## config.mk

```make
export PLATFORM = sky130hd
export DESIGN_NAME = refclk_ratio_divider
export DESIGN_NICKNAME = d
export VERILOG_FILES = /design/src/rtl/refdiv_pkg.sv /design/src/rtl/ratio_decode.sv /design/src/rtl/ref_counter.sv /design/src/rtl/lock_qual.sv /design/src/rtl/mode_ctl.sv /design/src/rtl/refclk_ratio_divider.sv
export SDC_FILE = /design/constraint.sdc
export NUM_CORES = 1
export LEC_CHECK = 0
export ABC_AREA = 1
export BUFFER_PORTS_ARGS = -buffer_cell sky130_fd_sc_hd__buf_4
export CORE_ASPECT_RATIO = 1.2
export CORE_MARGIN = 4
export CORE_UTILIZATION = 30
export CTS_CLUSTER_SIZE = 10
export DETAILED_ROUTE_END_ITERATION = 10
export GPL_TIMING_DRIVEN = 0
export PLACE_DENSITY = 0.5
export SLEW_MARGIN = 20
export SYNTH_ARGS = -nofsm -noshare
export SYNTH_HDL_FRONTEND = slang
export SYNTH_HIERARCHICAL = 1
export SYNTH_SLANG_ARGS = --single-unit
```

## constraint.sdc

```tcl
create_clock -name clk -period 1.9 [get_ports clk]
set_input_delay 0.57 -clock clk [delete_from_list [all_inputs] [get_ports clk]]
set_output_delay 0.57 -clock clk [all_outputs]
set_load 0.005 [all_outputs]
```

## src/rtl/refdiv_pkg.sv

```systemverilog
package refdiv_pkg;
    localparam int SHIFT_W = 3;
    localparam int GROUP_W = 2;
    localparam int LOCK_RUN = 16;

    typedef enum logic [1:0] {
        CP_NORMAL = 2'b00,
        CP_SINK   = 2'b01,
        CP_SOURCE = 2'b10,
        CP_OFF    = 2'b11
    } cp_mode_e;

    typedef enum logic [1:0] {
        P0_REG   = 2'b00,
        P0_FPD   = 2'b01,
        P0_FCOMP = 2'b10
    } p0_sel_e;
endpackage

```

## src/rtl/ratio_decode.sv

```systemverilog
module ratio_decode #(
    parameter int SHIFT_W = refdiv_pkg::SHIFT_W,
    parameter int GROUP_W = refdiv_pkg::GROUP_W,
    parameter int CNT_W   = 9
) (
    input  logic [GROUP_W+SHIFT_W-1:0] code,
    output logic [CNT_W-1:0]           ratio,
    output logic                       legal
);
    logic [GROUP_W-1:0] grp;
    logic [SHIFT_W-1:0] sh;
    logic [CNT_W-1:0]   base;

    always_comb begin
        grp   = code[GROUP_W+SHIFT_W-1:SHIFT_W];
        sh    = code[SHIFT_W-1:0];
        base  = (grp == '0) ? CNT_W'(2) : CNT_W'(grp) + CNT_W'(4);
        ratio = base << sh;
        legal = (grp == '0) || (sh != '1);
    end
endmodule

```

## src/rtl/ref_counter.sv

```systemverilog
module ref_counter #(
    parameter int CNT_W = 9
) (
    input  logic             clk,
    input  logic             rst_n,
    input  logic [CNT_W-1:0] ratio_in,
    input  logic             legal_in,
    output logic             fcomp,
    output logic             ratio_err
);
    typedef struct packed {
        logic [CNT_W-1:0] cnt;
        logic [CNT_W-1:0] act;
        logic [CNT_W-1:0] pend;
        logic             err;
    } cnt_st_t;

    cnt_st_t st_d, st_q;
    logic    tc;

    always_comb begin
        st_d = st_q;
        tc   = (st_q.cnt == '0);
        if (legal_in) st_d.pend = ratio_in;
        st_d.err = !legal_in;
        if (tc) begin
            st_d.cnt = st_q.pend - CNT_W'(1);
            st_d.act = st_q.pend;
        end else begin
            st_d.cnt = st_q.cnt - CNT_W'(1);
        end
    end

    always_ff @(posedge clk) begin
        if (!rst_n) begin
            st_q.cnt  <= CNT_W'(1);
            st_q.act  <= CNT_W'(2);
            st_q.pend <= CNT_W'(2);
            st_q.err  <= 1'b0;
        end else begin
            st_q <= st_d;
        end
    end

    assign fcomp     = tc;
    assign ratio_err = st_q.err;

    // pulses are isolated
    p_no_back_to_back_r4: assert property (@(posedge clk) disable iff (!rst_n)
        fcomp |=> !fcomp);
    // active ratio only changes at the end of a period
    p_swap_at_tc_r4: assert property (@(posedge clk) disable iff (!rst_n)
        !tc |=> $stable(st_q.act));
    // an illegal code leaves the pending ratio alone
    p_illegal_hold_r3: assert property (@(posedge clk) disable iff (!rst_n)
        !legal_in |=> ($stable(st_q.pend) && ratio_err));
endmodule

```

## src/rtl/lock_qual.sv

```systemverilog
module lock_qual #(
    parameter int RUN_LEN = refdiv_pkg::LOCK_RUN
) (
    input  logic clk,
    input  logic rst_n,
    input  logic pulse,
    input  logic in_win,
    output logic locked
);
    localparam int RUN_W = $clog2(RUN_LEN + 1);

    typedef struct packed {
        logic [RUN_W-1:0] run;
    } lk_st_t;

    lk_st_t st_d, st_q;

    always_comb begin
        st_d = st_q;
        if (pulse) begin
            if (!in_win)
                st_d.run = '0;
            else if (st_q.run != RUN_W'(RUN_LEN))
                st_d.run = st_q.run + RUN_W'(1);
        end
    end

    always_ff @(posedge clk) begin
        if (!rst_n) st_q <= '0;
        else        st_q <= st_d;
    end

    assign locked = (st_q.run == RUN_W'(RUN_LEN));

    // lock can only be gained on an in-window comparison pulse
    p_lock_rise_r10: assert property (@(posedge clk) disable iff (!rst_n)
        $rose(locked) |-> $past(pulse && in_win));
endmodule

```

## src/rtl/mode_ctl.sv

```systemverilog
module mode_ctl
    import refdiv_pkg::*;
(
    input  logic       clk,
    input  logic       rst_n,
    input  logic [2:0] test_code,
    input  logic       pd_up,
    input  logic       pd_dn,
    input  logic       locked,
    input  logic       fcomp,
    input  logic       fpd_half,
    input  logic       port_bit,
    output logic       cp_up,
    output logic       cp_dn,
    output logic       cp_en,
    output logic       lock_flag,
    output logic       port_out
);
    cp_mode_e mode;
    p0_sel_e  psel;

    always_comb begin
        mode = cp_mode_e'(test_code[1:0]);
        unique case (mode)
            CP_NORMAL: begin cp_en = 1'b1; cp_up = pd_up; cp_dn = pd_dn; lock_flag = locked; end
            CP_SINK:   begin cp_en = 1'b1; cp_up = 1'b0;  cp_dn = 1'b1;  lock_flag = 1'b0;   end
            CP_SOURCE: begin cp_en = 1'b1; cp_up = 1'b1;  cp_dn = 1'b0;  lock_flag = 1'b0;   end
            default:   begin cp_en = 1'b0; cp_up = 1'b0;  cp_dn = 1'b0;  lock_flag = 1'b1;   end
        endcase
        if (!test_code[2])          psel = P0_REG;
        else if (mode == CP_NORMAL) psel = P0_FPD;
        else                        psel = P0_FCOMP;
        unique case (psel)
            P0_FPD:   port_out = fpd_half;
            P0_FCOMP: port_out = fcomp;
            default:  port_out = port_bit;
        endcase
    end

    // never drive source and sink together (inputs assumed exclusive)
    p_pump_dir_onehot_r7: assert property (@(posedge clk) disable iff (!rst_n)
        $onehot0({cp_up, cp_dn}));
    // a disabled pump issues no direction command
    p_off_quiet_r8: assert property (@(posedge clk) disable iff (!rst_n)
        !cp_en |-> (!cp_up && !cp_dn && lock_flag));
endmodule

```

## src/rtl/refclk_ratio_divider.sv

```systemverilog
module refclk_ratio_divider
    import refdiv_pkg::*;
#(
    parameter int SHIFT_W  = refdiv_pkg::SHIFT_W,
    parameter int GROUP_W  = refdiv_pkg::GROUP_W,
    parameter int LOCK_RUN = refdiv_pkg::LOCK_RUN
) (
    input  logic                       clk,
    input  logic                       rst_n,
    input  logic [GROUP_W+SHIFT_W-1:0] ratio_code,
    input  logic [2:0]                 test_code,
    input  logic                       port_bit,
    input  logic                       fpd_half,
    input  logic                       pd_up,
    input  logic                       pd_dn,
    input  logic                       phase_in_win,
    input  logic [1:0]                 cp_level_in,
    output logic                       fcomp,
    output logic                       cp_up,
    output logic                       cp_dn,
    output logic                       cp_en,
    output logic [1:0]                 cp_level_out,
    output logic                       lock_flag,
    output logic                       port_out,
    output logic                       ratio_err
);
    localparam int MAX_RATIO = 7 << ((1 << SHIFT_W) - 2);
    localparam int CNT_W     = $clog2(MAX_RATIO + 1);

    logic [CNT_W-1:0] ratio;
    logic             legal;
    logic             locked;

    ratio_decode #(.SHIFT_W(SHIFT_W), .GROUP_W(GROUP_W), .CNT_W(CNT_W)) u_dec (
        .code (ratio_code),
        .ratio(ratio),
        .legal(legal)
    );

    ref_counter #(.CNT_W(CNT_W)) u_cnt (
        .clk      (clk),
        .rst_n    (rst_n),
        .ratio_in (ratio),
        .legal_in (legal),
        .fcomp    (fcomp),
        .ratio_err(ratio_err)
    );

    lock_qual #(.RUN_LEN(LOCK_RUN)) u_lock (
        .clk   (clk),
        .rst_n (rst_n),
        .pulse (fcomp),
        .in_win(phase_in_win),
        .locked(locked)
    );

    mode_ctl u_mode (
        .clk      (clk),
        .rst_n    (rst_n),
        .test_code(test_code),
        .pd_up    (pd_up),
        .pd_dn    (pd_dn),
        .locked   (locked),
        .fcomp    (fcomp),
        .fpd_half (fpd_half),
        .port_bit (port_bit),
        .cp_up    (cp_up),
        .cp_dn    (cp_dn),
        .cp_en    (cp_en),
        .lock_flag(lock_flag),
        .port_out (port_out)
    );

    assign cp_level_out = cp_level_in;
endmodule

```

; ---- Yosys cells after proc, flatten, opt, wreduce, memory -nomap -nowiden
; Index checks and enable logic that the tools add are counted.
[totals]
ff_bits = 24
elab_cells = 36
out_inout_bits = 9
[op_classes]
n_reduce_logical = 8
n_mux = 11
shifts = 1
n_eq_ne = 8
n_addsub = 4
[ops]
columns = op, count
row1 = $mux W9, 2
row2 = $sub A9 B1 Y9 const B, 2
row3 = $mux W5, 2
row4 = $logic_not A9 Y1, 1
row5 = $shl A9 B3 Y9, 1
row6 = $pmux W1 S2, 4
row7 = $add A5 B1 Y5 const B, 1
row8 = $eq A5 B5 Y1 const B, 1
row9 = $ne A5 B5 Y1 const B, 1
row10 = $add A2 B3 Y4 const B, 1
row11 = $eq A2 B1 Y1 const B, 2
row12 = $eq A2 B2 Y1 const B, 2
row13 = $logic_not A2 Y1, 2
row14 = $mux W2, 2
row15 = $ne A3 B3 Y1 const B, 1
row16 = $reduce_or A3 Y1, 1
row17 = $ne A2 B1 Y1 const B, 1
row18 = $reduce_and A2 Y1, 1
row19 = $reduce_or A2 Y1, 1
row20 = $logic_not A1 Y1, 1
row21 = $logic_or A1 B1 Y1, 1
row22 = $mux W1, 1

; ---- Longest topological paths before layout
[logic_depth]
ltp_word = 5
depth_mapped = 13

; ---- Cells and area by module
; The synthesis kept the hierarchy.
[modules_own_cells]
columns = module, cells_each, n_inst, area_per_inst_um2
row1 = ref_counter, 145, 1, 1048.5
row2 = lock_qual, 54, 1, 341.6
row3 = ratio_decode, 31, 1, 136.4
row4 = mode_ctl, 21, 1, 135.1
row5 = refclk_ratio_divider, 2, 1, 15.0

; ---- Worst setup path after synthesis
; OpenSTA, ideal clock, no wires.
[synth_timing]
kind = register -> output
from = register u_cnt/st_q[27] in the netlist's numbering
to = output port_out
path_buffers = 0
arrival_time_ns = 1.113
path_stages_with_launch = 10
path_slack_ns = 0.217
path_cell_list = dfxtp_1 nor2_1 nand2_2 inv_1 nand3_2 inv_1 nand2_1 nand2_1 nand2_1 nand2_1
[synth_via]
elab_chain_len = 2
[synth_rtl]
columns = element, line_no
row1 = "start, declared", ref_counter.sv:18  ; cnt_st_t st_d, st_q;
row2 = "start signal, assigned", ref_counter.sv:41  ; st_q <= st_d;
row3 = $logic_not A9 Y1, ref_counter.sv:23  ; tc = (st_q.cnt == '0);
row4 = via fcomp, refclk_ratio_divider.sv:18  ; output logic fcomp,
row5 = $pmux W1 S2, mode_ctl.sv:33  ; unique case (psel)
row6 = "end, declared", refclk_ratio_divider.sv:24  ; output logic port_out,
; The timed path passes the listed nets, and every way through them passes these cells.

; ---- Worst setup path in the final report
[layout_timing]
from = register u_cnt/st_q[22] in the netlist's numbering
to = output port_out
[layout_via]
elab_chain_len = 2
[layout_rtl]
columns = element, line_no
row1 = $logic_not A9 Y1, ref_counter.sv:23
row2 = $pmux W1 S2, mode_ctl.sv:33
; Every way passes these cells.

==> run_results.csv <==
group,metric,value,unit
power,pwr-share-seq,36.1,%
logic_synthesis,synth_top_cell_by_area,"dfxtp_1",
cells_and_area,ff_latch_area,493,um2
floorplan,initial_utilization,31.2,%
worst_setup_path,cp-endpoint,"port_out",
cells_and_area,syn_to_final_growth,25.8,%
worst_setup_path,critPathLaunch,"u_cnt/st_q[22]$_SDFF_PN0_",
logic_synthesis,synth_most_common_cell,"nand2_1",
worst_hold_path,hold_class,"register to register",
cts,clockBufferDepth,2,
logic_synthesis,synth-seq-area-share,28.7,%
worst_setup_path,r2r-end,"u_cnt/st_q[27]$_SDFF_PN0_",
placed_design,dp_hpwl,2.75,mm
flow_run,drv_cap,0,
floorplan,die_w,76.2,um
power,intPower,1.09,mW
drt,ant_nets,0,
worst_setup_path,cp_max_fo,2,
drt,routedWlPerCell,10.5,um
drt,drt_first_pass_iters,4,
status,violations,"negative setup slack",
cells_and_area,fill_cells,591,
worst_setup_path,crit_path_top_delay_cell,"dfxtp_2",
logic_synthesis,yosys-top-cells-count,"50 x nand2_1, 44 x nor2_1, 34 x inv_1",
floorplan,rows,29,
power,peakVddDrop,0.266,mV
placed_design,portBuffers,23,
drt,drc,0,
worst_setup_path,crit_required,1.33,ns
global_routing,grt_max_degree,14,
worst_hold_path,hold_depth,2,
drt,drt-initial-drc-count,37,
cells_and_area,diodes,0,
logic_synthesis,syn_area,1680,um2
cells_and_area,drive_above_1_share,34.6,%
cts,numCtsBuffers,3,
global_routing,gr-total-overflow,0,
worst_setup_path,cpPeakStageDelay,0.35,ns
logic_synthesis,avgSynthCellArea,6.63,um2
floorplan,die_h,89.9,um
sta,hold_viol,0,
logic_synthesis,yosys_most_used_dff,"dfxtp_1",
worst_setup_path,cp-end-kind,"output pin",
cts,clk_latency,0.26,ns
worst_setup_path,worstReg2RegStart,"u_cnt/st_q[22]$_SDFF_PN0_",
global_routing,grt_pass1_wl,6.18,mm
sta,fmax,0.522,GHz
logic_synthesis,synthArstFlopShare,0,%
floorplan,core_area,5370,um2
floorplan,die-area,6850,um2
placed_design,dp.cells,338,
power,pwr-share-comb,44.3,%
cts,clock_sinks,24,
sta,grt_setup_unrepaired,"true",
power,p_leak,1.02,nW
cells_and_area,multi_input_area,1050,um2
global_routing,grtUsageTotal,10.7,%
sta,fin_skew,0.00409,ns
logic_synthesis,netlist_top_cells_area,"dfxtp_1 29%, nand2_1 11%, nor2_1 9.9%",
cells_and_area,layout.cells.non_filler,351,
worst_setup_path,r2r_cells,14,
worst_setup_path,r2r_setup_slack,0.12,ns
drt,vias,1591,
placed_design,dp_worst_setup_slack,-0.102,ns
sta,worst_pin_slew,0.401,ns
worst_setup_path,startpoint_type,"register",
sta,drv_slew,0,
cts,cts_tree,"done",
sta,fin_crit,1.92,ns
cells_and_area,nets,315,
logic_synthesis,ys_types,27,
worst_setup_path,arrival,1.35,ns
cts,clkSlewWorstSetupHoldPaths,0.08,ns
cts,cts_root_buf,"clkbuf_8",
logic_synthesis,synth_edf_count,0,
logic_synthesis,ys_ff_latch,24,
placed_design,gp_congestion,0.798,
global_routing,antenna_found_initial,0,
power,power_density,833,nW/um2
logic_synthesis,synth_top_area_share,28.7,%
cts,htreeDepth,1,
sta,setup_viol,1,
worst_setup_path,path_class,"register to output pin",
global_routing,first_global_vias,1426,
power,switchingPower,669,uW
worst_setup_path,worst_path_most_repeated_cell,"nand2_1",
floorplan,io_pins,26,
power,sw_frac_of_total,38.1,%
logic_synthesis,synth_nets,278,
logic_synthesis,yosysWarnings,6,
status,status,"finished, violations left",
drt,wl,3.69,mm
power,pwr-share-clk,19.6,%
sta,post-route-period-util,101,%
cts,cts-hold-fix-buffers,0,
sta,max_slew_margin,73.3,%
drt,via_per_inst,4.53,
sta,finalWorstSetupSlack,-0.0158,ns
logic_synthesis,syn_inst,253,
worst_setup_path,cp_cell_sequence,"inv_2, nand2_2, nor2_4, nand3_4, clkinvlp_4, nand2_1, nand2_1, nand2_1, nand2_1, buf_6",
## metal layers
layer	vias to the layer above	GRT usage, %	routed length, um
met2	23	17.6	1740
met4	0	5.59	115
met3	8	1.90	109
li1	857	-	-
met1	703	13.4	1720
met5	-	0	0
## worst min path at each step
stage,start,endpoint,slack (ns)
after floorplan,u_cnt/st_q[6]$_SDFFE_PN0P_,u_cnt/st_q[6]$_SDFFE_PN0P_,0.43
after global placement,u_cnt/st_q[6]$_SDFFE_PN0P_,u_cnt/st_q[6]$_SDFFE_PN0P_,0.47
after detailed placement,u_cnt/st_q[6]$_SDFFE_PN0P_,u_cnt/st_q[6]$_SDFFE_PN0P_,0.47
after CTS,u_cnt/st_q[6]$_SDFFE_PN0P_,u_cnt/st_q[6]$_SDFFE_PN0P_,0.48
after global routing,u_cnt/st_q[6]$_SDFFE_PN0P_,u_cnt/st_q[6]$_SDFFE_PN0P_,0.51
final,u_cnt/st_q[6]$_SDFFE_PN0P_,u_cnt/st_q[6]$_SDFFE_PN0P_,0.48
## cells by family (layout without fill, tap and decap cells)
kind of cell               Yosys count  in the layout  share of synthesized area [%]
buffers and inverters               46             82                           11.0
AOI/OAI and AO/OA                   26             26                           8.66
DFF                                 24             24                           28.7
adders and majority gates            8              8                           5.97
and+or+nand+nor                    149            149                           45.7
## what timing repair did
action / 4_1_cts / 5_1_grt
buffers inserted: 4 / 5
hold endpoints to repair: 0 / 0
pin swaps: 4 / 6
setup endpoints to repair: 3 / 9
resized for setup: 9 / 17
## flip-flops by register name, indices dropped and copies added (netlist names)
signal / flops
u_lock/st_q: 5
u_cnt/st_q: 18
u_cnt/ratio_err: 1
## through the flow
step	TNS (ns)	util, %	cell area, um2	hold slack [ns]	power, mW
6_report	-0.0158	39.3	2110	0.480	1.76
5_1_grt	-0.168	39.3	2110	0.506	1.90
4_1_cts	-0.0510	37.9	2040	0.482	1.71
3_5_place_dp	-0.306	35.9	1930	0.470	1.30
3_3_place_gp	-0.392	35.9	1930	0.466	1.30
2_1_floorplan	0	-	1680	0.434	1.14
## power groups by stage
stage | logic, mW | registers (mW) | clock network, mW
2_1_floorplan | 0.521 | 0.623 | 0
3_3_place_gp | 0.670 | 0.632 | 0
3_5_place_dp | 0.670 | 0.633 | 0
6_report | 0.779 | 0.634 | 0.344
5_1_grt | 0.874 | 0.642 | 0.380
4_1_cts | 0.723 | 0.627 | 0.360
## worst max-delay path, delay by kind of cell, from the launching register on
kind,cells,cell delay (ns)
buffers and inverters,3,0.24
DFF,1,0.35
and+or+nand+nor,7,0.48
## final cells by class
cell class | count | share of cell area (%)
plain buffers | 4 | 1.25
clock buffers | 4 | 2.61
inverters | 42 | 7.65
multi-input cells | 183 | 49.9
flip-flops and latches | 24 | 23.4
well taps | 62 | 3.68
repair buffers | 32 | 11.6
## layout by cell type, fill, tap and decap left out
cell type	n
a21o_2	2
a21oi_1	8
a21oi_2	1
buf_4	34
buf_6	1
clkbuf_1	1
clkbuf_8	4
clkinvlp_4	1
dfxtp_1	16
dfxtp_2	7
dfxtp_4	1
ha_1	6
ha_2	2
inv_1	29
inv_2	12
nand2_1	49
nand2_2	9
nand2_4	2
nand3_1	18
nand3_2	6
nand3_4	2
nand3b_1	1
nand4_1	4
nor2_1	41
nor2_2	7
nor2_4	4
nor2_8	2
nor3_1	1
nor3_2	2
o21ai_0	10
o21ai_1	4
o21ai_4	1
or2_1	1
Power figures use the tool's default switching activity.
